<file path="config.mk">
export PLATFORM = sky130hd
export DESIGN_NAME = crc16x25_engine
export DESIGN_NICKNAME = d
export VERILOG_FILES = /design/src/rtl/crc16x25_pkg.sv /design/src/rtl/crc16x25_ctrl.sv /design/src/rtl/crc16x25_datapath.sv /design/src/rtl/crc16x25_engine.sv
export SDC_FILE = /design/constraint.sdc
export NUM_CORES = 1
export LEC_CHECK = 0
export ABC_AREA = 1
export BUFFER_PORTS_ARGS = -buffer_cell sky130_fd_sc_hd__buf_2
export CAP_MARGIN = 15
export CORE_MARGIN = 1.5
export CORE_UTILIZATION = 40
export CTS_CLUSTER_SIZE = 10
export DETAILED_ROUTE_END_ITERATION = 10
export PLACE_DENSITY_LB_ADDON = 0.2
export SYNTH_ARGS = -nofsm -noshare
export SYNTH_HDL_FRONTEND = slang
export SYNTH_SLANG_ARGS = --single-unit
</file>
<file path="constraint.sdc">
create_clock -name clk -period 1.6 [get_ports clk]
set_clock_uncertainty 0.2 [all_clocks]
set_input_delay 0.32 -clock clk [delete_from_list [all_inputs] [get_ports clk]]
set_output_delay 0.32 -clock clk [all_outputs]
set_load 0.02 [all_outputs]
</file>
<file path="src/rtl/crc16x25_pkg.sv">
package crc16x25_pkg;
  localparam int CRC_W = 16;
  localparam int BYTE_W = 8;
  localparam logic [CRC_W-1:0] REFL_POLY = 16'h8408;
  localparam logic [CRC_W-1:0] PRESET_VAL = 16'hFFFF;
  localparam logic [CRC_W-1:0] OUT_XOR = 16'hFFFF;
  localparam logic [CRC_W-1:0] GOOD_RESIDUE = 16'hF0B8;

  // Strobes from the control module to the datapath
  typedef struct packed {
    logic preset;
    logic absorb;
  } crcStrobes_t;
endpackage

</file>
<file path="src/rtl/crc16x25_ctrl.sv">
module crc16x25_ctrl (
  input  logic clk,
  input  logic rst_n,
  input  logic clear,
  input  logic dataValid,
  output crc16x25_pkg::crcStrobes_t strobes
);
  import crc16x25_pkg::*;

  // The restart request wins over a byte arriving in the same cycle
  always_comb begin
    strobes.preset = clear;
    strobes.absorb = dataValid && !clear;
  end

  // The two strobes never ask for a preset and an absorb together
  assert_strobe_exclusive_R6: assert property (@(posedge clk) disable iff (!rst_n)
    !(strobes.preset && strobes.absorb));
endmodule

</file>
<file path="src/rtl/crc16x25_datapath.sv">
module crc16x25_datapath #(
  parameter int DATA_W = crc16x25_pkg::BYTE_W,
  parameter int CRC_W = crc16x25_pkg::CRC_W,
  parameter logic [CRC_W-1:0] POLY = crc16x25_pkg::REFL_POLY,
  parameter logic [CRC_W-1:0] INIT = crc16x25_pkg::PRESET_VAL,
  parameter logic [CRC_W-1:0] XOROUT = crc16x25_pkg::OUT_XOR,
  parameter logic [CRC_W-1:0] RESIDUE = crc16x25_pkg::GOOD_RESIDUE
) (
  input  logic clk,
  input  logic rst_n,
  input  crc16x25_pkg::crcStrobes_t strobes,
  input  logic [DATA_W-1:0] dataByte,
  output logic [CRC_W-1:0] crcOut,
  output logic residueOk
);
  logic [CRC_W-1:0] crcReg;
  logic [CRC_W-1:0] stage [DATA_W+1];

  assign stage[0] = crcReg;

  // One shift-and-conditional-xor per input bit, least significant bit first
  for (genvar i = 0; i < DATA_W; i++) begin : g_bit
    logic feedback;
    assign feedback = stage[i][0] ^ dataByte[i];
    assign stage[i+1] = (stage[i] >> 1) ^ (feedback ? POLY : '0);
  end

  always_ff @(posedge clk or negedge rst_n) begin
    if (!rst_n) begin
      crcReg <= INIT;
    end else if (strobes.preset) begin
      crcReg <= INIT;
    end else if (strobes.absorb) begin
      crcReg <= stage[DATA_W];
    end
  end

  assign crcOut = crcReg ^ XOROUT;
  assign residueOk = (crcReg == RESIDUE);

  // A preset strobe always leaves the register at its start value
  assert_preset_loads_R2: assert property (@(posedge clk) disable iff (!rst_n)
    strobes.preset |=> crcReg == INIT);

  // Without a strobe the register holds
  assert_idle_holds_R5: assert property (@(posedge clk) disable iff (!rst_n)
    (!strobes.preset && !strobes.absorb) |=> $stable(crcReg));
endmodule

</file>
<file path="src/rtl/crc16x25_engine.sv">
module crc16x25_engine #(
  parameter int DATA_W = crc16x25_pkg::BYTE_W,
  parameter int CRC_W = crc16x25_pkg::CRC_W,
  parameter logic [CRC_W-1:0] POLY = crc16x25_pkg::REFL_POLY,
  parameter logic [CRC_W-1:0] INIT = crc16x25_pkg::PRESET_VAL,
  parameter logic [CRC_W-1:0] XOROUT = crc16x25_pkg::OUT_XOR,
  parameter logic [CRC_W-1:0] RESIDUE = crc16x25_pkg::GOOD_RESIDUE
) (
  input  logic clk,
  input  logic rst_n,
  input  logic clear,
  input  logic dataValid,
  input  logic [DATA_W-1:0] dataByte,
  output logic [CRC_W-1:0] crcOut,
  output logic residueOk
);
  import crc16x25_pkg::*;

  localparam logic [CRC_W-1:0] EMPTY_OUT = INIT ^ XOROUT;
  localparam logic [CRC_W-1:0] GOOD_OUT = RESIDUE ^ XOROUT;

  crcStrobes_t strobes;

  crc16x25_ctrl u_ctrl (
    .clk(clk),
    .rst_n(rst_n),
    .clear(clear),
    .dataValid(dataValid),
    .strobes(strobes)
  );

  crc16x25_datapath #(
    .DATA_W(DATA_W), .CRC_W(CRC_W), .POLY(POLY),
    .INIT(INIT), .XOROUT(XOROUT), .RESIDUE(RESIDUE)
  ) u_datapath (
    .clk(clk),
    .rst_n(rst_n),
    .strobes(strobes),
    .dataByte(dataByte),
    .crcOut(crcOut),
    .residueOk(residueOk)
  );

  // A clear coinciding with a byte yields the empty-frame checksum
  assert_clear_beats_data_R6: assert property (@(posedge clk) disable iff (!rst_n)
    (clear && dataValid) |=> crcOut == EMPTY_OUT);

  // Idle inputs leave the published checksum unchanged
  assert_idle_stable_R5: assert property (@(posedge clk) disable iff (!rst_n)
    (!clear && !dataValid) |=> $stable(crcOut) && $stable(residueOk));

  // The match flag only accompanies the good-frame checksum value
  assert_flag_value_R7: assert property (@(posedge clk) disable iff (!rst_n)
    residueOk |-> crcOut == GOOD_OUT);
endmodule

</file>
-- Word-level counts from Yosys, hierarchy flattened
Cells that the tools add are included.
Widths: inputs -> output; s select.
- flip-flop bits (word level): 16
- latch bits: 0
- bits in writable memories: 0
- ROM bits: 0
- input bits: 12
- output and inout bits: 17
- word-level logic and storage cells: 32
- memories kept: 0
- add/sub/neg operators: 0
- $mul: 0
- div/mod/pow operators: 0
- $lt $le $gt $ge: 0
- eq/ne operators: 1
- shifts and indexed selects: 0
- mux-type cells: 10
- bitwise operators: 17
- reductions and logical operators: 3
- operator list (operator ; number):
    $mux 16 ; 10
    $xor 15x16->16 ; 8
    $eq 16x16->1 const B ; 1
    $not 16->16 ; 1
    $xor 1x1->1 ; 8
    $reduce_bool 2->1 ; 1
    $logic_and 1x1->1 ; 1
    $logic_not 1->1 ; 1

-- Logic depth before layout (Yosys ltp)
- word-level depth: 26
- depth in mapped cells: 10
- gate-level depth less buffers: 10

-- Modules after synthesis
Synthesis repeated with hierarchy kept, for this count alone.
- cells, all modules: 171
- area, all modules: 1106.1 um^2
- by module, submodules not included (module ; times used ; cells each ; area an instance (um^2) ; seq. area each (um^2)):
    crc16x25_datapath ; 1 ; 168 ; 1088.5 ; 420.4
    crc16x25_ctrl ; 1 ; 3 ; 17.5 ; 0.0

-- Worst setup path before layout
Ideal clock, no wire load.
- kind: reg2out
- from: register u_datapath.crcReg[5]
- to: output residueOk
- data arrival time: 1.379 ns
- data required time: 1.080 ns
- setup slack: -0.299 ns
- stages on the path, launching flop included: 3
- buffers on the path: 0
- cells stage by stage: dfstp_2 -> nand4_1 -> nor4_1
- word-level cells in the longest chain between the ends: 1
- ends and longest elaborated chain (element ; RTL line ; RTL):
    from (decl) ; crc16x25_datapath.sv:16 ; logic [CRC_W-1:0] crcReg;
    from (signal assigned) ; crc16x25_datapath.sv:34 ; crcReg <= stage[DATA_W];
    $eq 16x16->1 ; crc16x25_datapath.sv:39 ; assign residueOk = (crcReg == RESIDUE);
    to (decl) ; crc16x25_engine.sv:15 ; output logic residueOk
No other way between the ends.

-- Final worst setup path
- from: register u_datapath.crcReg[14]
- to: output residueOk
The elaborated chain is that of the path after synthesis.

==> metrics.md <==
| Metric | Value |
|---|---|
| WP data arrival | 1.42 ns |
| Slew headroom | 0.7469 |
| WL met2 | 1665 microns |
| Inserted Diodes | 0 |
| Die height | 54.60 microns |
| Commonest non-fill, non-tap cell in the layout | nand2_1 |
| CTS root buf | clkbuf_4 |
| First-pass GRT wire length | 4816 microns |
| H-tree levels | 1 |
| R2R Path Start | u_datapath.crcReg[4]$_DFFE_PN1P_ |
| CP endpoint kind | primary output |
| Crit path kind | flop to primary output |
| P per Cell Area | 885.9 nW/um^2 |
| Crit path cell chain | nand4_1, nor4_4, buf_4 |
| Core area | 2500 sq um |
| All-layer global routing usage | 0.2368 |
| DR top layer | met4 |
| Most frequent cells in the layout | nand2_1 (38), buf_6 (21), dfstp_2 (16) |
| WL met3 | 183 microns |
| Hold slack | -0.006380 ns |
| Most flops, register | u_datapath.crcReg |
| Die width | 54.60 microns |
| Worst skew pair latency | 0.30 ns |
| Seq/Total Area, Yosys | 0.3948 |
| Fin crit period | 1.942 ns |
| Detailed placement HPWL | 2156 microns |
| Routed via count | 1,163 |
| # IOs | 29 |
| Required time of the worst setup path | 1.08 ns |
| RSZ-0062 raised after global routing | true |
| Final hold violations | 9 |
| Avg Cell Area, Syn | 7.146 sq um |
| Setup TNS | -0.8407 ns |
| Nets | 214 |
| Fill cells | 222 |
| HP Class | input port to async pin |
| Pre-CTS WS | -0.03888 ns |
| Mapped Cells | 149 |
| DR WL/cell | 13.42 microns |
| FF+latch count, synth | 16 |
| Starting density of the core | 0.4259 |
| Critical path's largest stage delay | 0.54 ns |
| Fin util | 0.6497 |
| Max FO, Critical Path | 2 |
| Worst-Margin Slew | 0.3792 ns |
| CTS buffer count | 3 |
| Worst setup SP type | flop |
| Number of global-route vias before repair | 1,101 |
| Max cap viols | 0 |
| Core Rows | 18 |
| Largest net degree at the start of global routing | 17 |
| Crit path launch | u_datapath.crcReg[14]$_DFFE_PN1P_ |
| WL met1 | 1225 microns |
| Total die area | 2981 sq um |
| Fraction of the cycle the final worst path needs | 1.214 |
| Max reg flops | 16 |
| Final antenna-violating net count | 0 |
| Vias per cell | 5.035 |
| GPL Wtd Cong | 0.8307 |
| Clk sinks | 16 |
| Fin worst setup slack | -0.3422 ns |
| Maximum vdd ir drop | 0.6977 mV |
| Initial antenna violation count | 0 |
| Biggest regs | u_datapath.crcReg x16 |
| Status | finished with violations |
| Clk buf depth | 2 |
| Area Overhead vs Synth | 52.53% |
| DR pass1 iterations | 4 |
| Failing checks | negative hold slack, negative setup slack |
| Syn_nets | 161 |
| Port Buffer Count | 28 |
| Mapped Area | 1065 sq um |
| Drt total wl | 3099 microns |
| Layout cells sized above 1 | 0.5522 |
| Reg clk slew, reported paths | 0.10 ns |
| Post-synth cell types | 20 |
| Total gr overflow | 0 |
| Final Slew Violations | 0 |
| Drt initial violations | 17 |
| Slowest cell on the critical path | dfstp_2 |
| Fmax | 0.5149 GHz |
| Pleak | 0.8633 nW |
| YS warnings | 0 |
| DRC errors left | 0 |
| Final setup vio count | 11 |
| CTS tree | built |
-- logic make-up (layout without fill, tap and decap cells) --
kind of cell / Yosys count / in the layout / share of synthesized area
compound gates: 16 / 16 / 0.08931
simple gates: 81 / 81 / 0.3372
buf+inv: 29 / 81 / 0.1069
xor+xnor: 7 / 7 / 0.07169
flops: 16 / 16 / 0.3948
-- power breakdown --
| part | internal [mW] | total [mW] | switching [mW] |
|---|---|---|---|
| Sequential | 0.478 | 0.509 | 0.0307 |
| Clock | 0.139 | 0.277 | 0.138 |
| Combinational | 0.289 | 0.652 | 0.363 |
| Total | 0.907 | 1.44 | 0.532 |
-- final timing paths --
| kind | cells past startpoint | slack (ns) | endpoint |
|---|---|---|---|
| max in group asynchronous | 1 | 1.18 | u_datapath.crcReg[4]$_DFFE_PN1P_ |
| min reg2reg | 2 | 0.38 | u_datapath.crcReg[8]$_DFFE_PN1P_ |
| min | 1 | -0.006 | u_datapath.crcReg[1]$_DFFE_PN1P_ |
| max | 3 | -0.34 | residueOk |
| min in group clk | 4 | 0.17 | u_datapath.crcReg[11]$_DFFE_PN1P_ |
| max reg2reg | 9 | 0.04 | u_datapath.crcReg[0]$_DFFE_PN1P_ |
-- critical path: cells and delay by family, from the launching register on --
kind / cells / cell delay (ns)
buffers and inverters: 1 / 0.18
flip-flops: 1 / 0.54
AND/OR/NAND/NOR: 2 / 0.41
-- area by class of cell --
| class | instances | area, sq um | share of cell area |
|---|---|---|---|
| clock buffers | 4 | 36.28 | 0.02234 |
| well taps | 30 | 37.54 | 0.02311 |
| inverters | 27 | 108.9 | 0.06703 |
| repair buffers | 50 | 419.2 | 0.2581 |
| multi-input cells | 104 | 601.8 | 0.3706 |
| flip-flops and latches | 16 | 420.4 | 0.2589 |
-- routing by layer --
layer,GRT usage,vias to the layer above
met5,0,-
met4,0.05000,0
met3,0.05738,4
met2,0.4266,36
met1,0.2818,538
li1,-,585
-- per-stage QoR --
stage	total power, mW	area (sq um)	std cells
6_report	1.439	1624	231
5_1_grt	1.528	1624	231
4_1_cts	1.363	1488	225
3_5_place_dp	1.012	1335	217
3_3_place_gp	1.001	1335	217
2_1_floorplan	0.8376	1080	149
-- cells in the mapped netlist --
library cell | number | area [sq um]
nand2_1 | 48 | 180.2
inv_1 | 21 | 78.83
dfstp_2 | 16 | 420.4
nand3_1 | 13 | 65.06
a21oi_1 | 8 | 40.04
inv_2 | 6 | 22.52
nand2_2 | 6 | 37.54
a31oi_1 | 5 | 31.28
nor3_1 | 5 | 25.02
nand4_1 | 4 | 25.02
xnor2_1 | 3 | 26.28
a22oi_1 | 2 | 15.01
nor2_1 | 2 | 7.510
nor2_2 | 2 | 12.51
xnor2_2 | 2 | 32.53
xor2_1 | 2 | 17.52
a32oi_1 | 1 | 8.760
buf_2 | 1 | 5.000
buf_4 | 1 | 7.510
nor4_1 | 1 | 6.260
-- repair_timing --
item | CTS | global route
hold buffers | 0 | 0
endpoints found under the setup margin | 12 | 25
buffers inserted | 4 | 8
cloned | 0 | 0
resized for setup | 32 | 29
pin swaps | 2 | 5
Power figures use the tool's default switching activity.
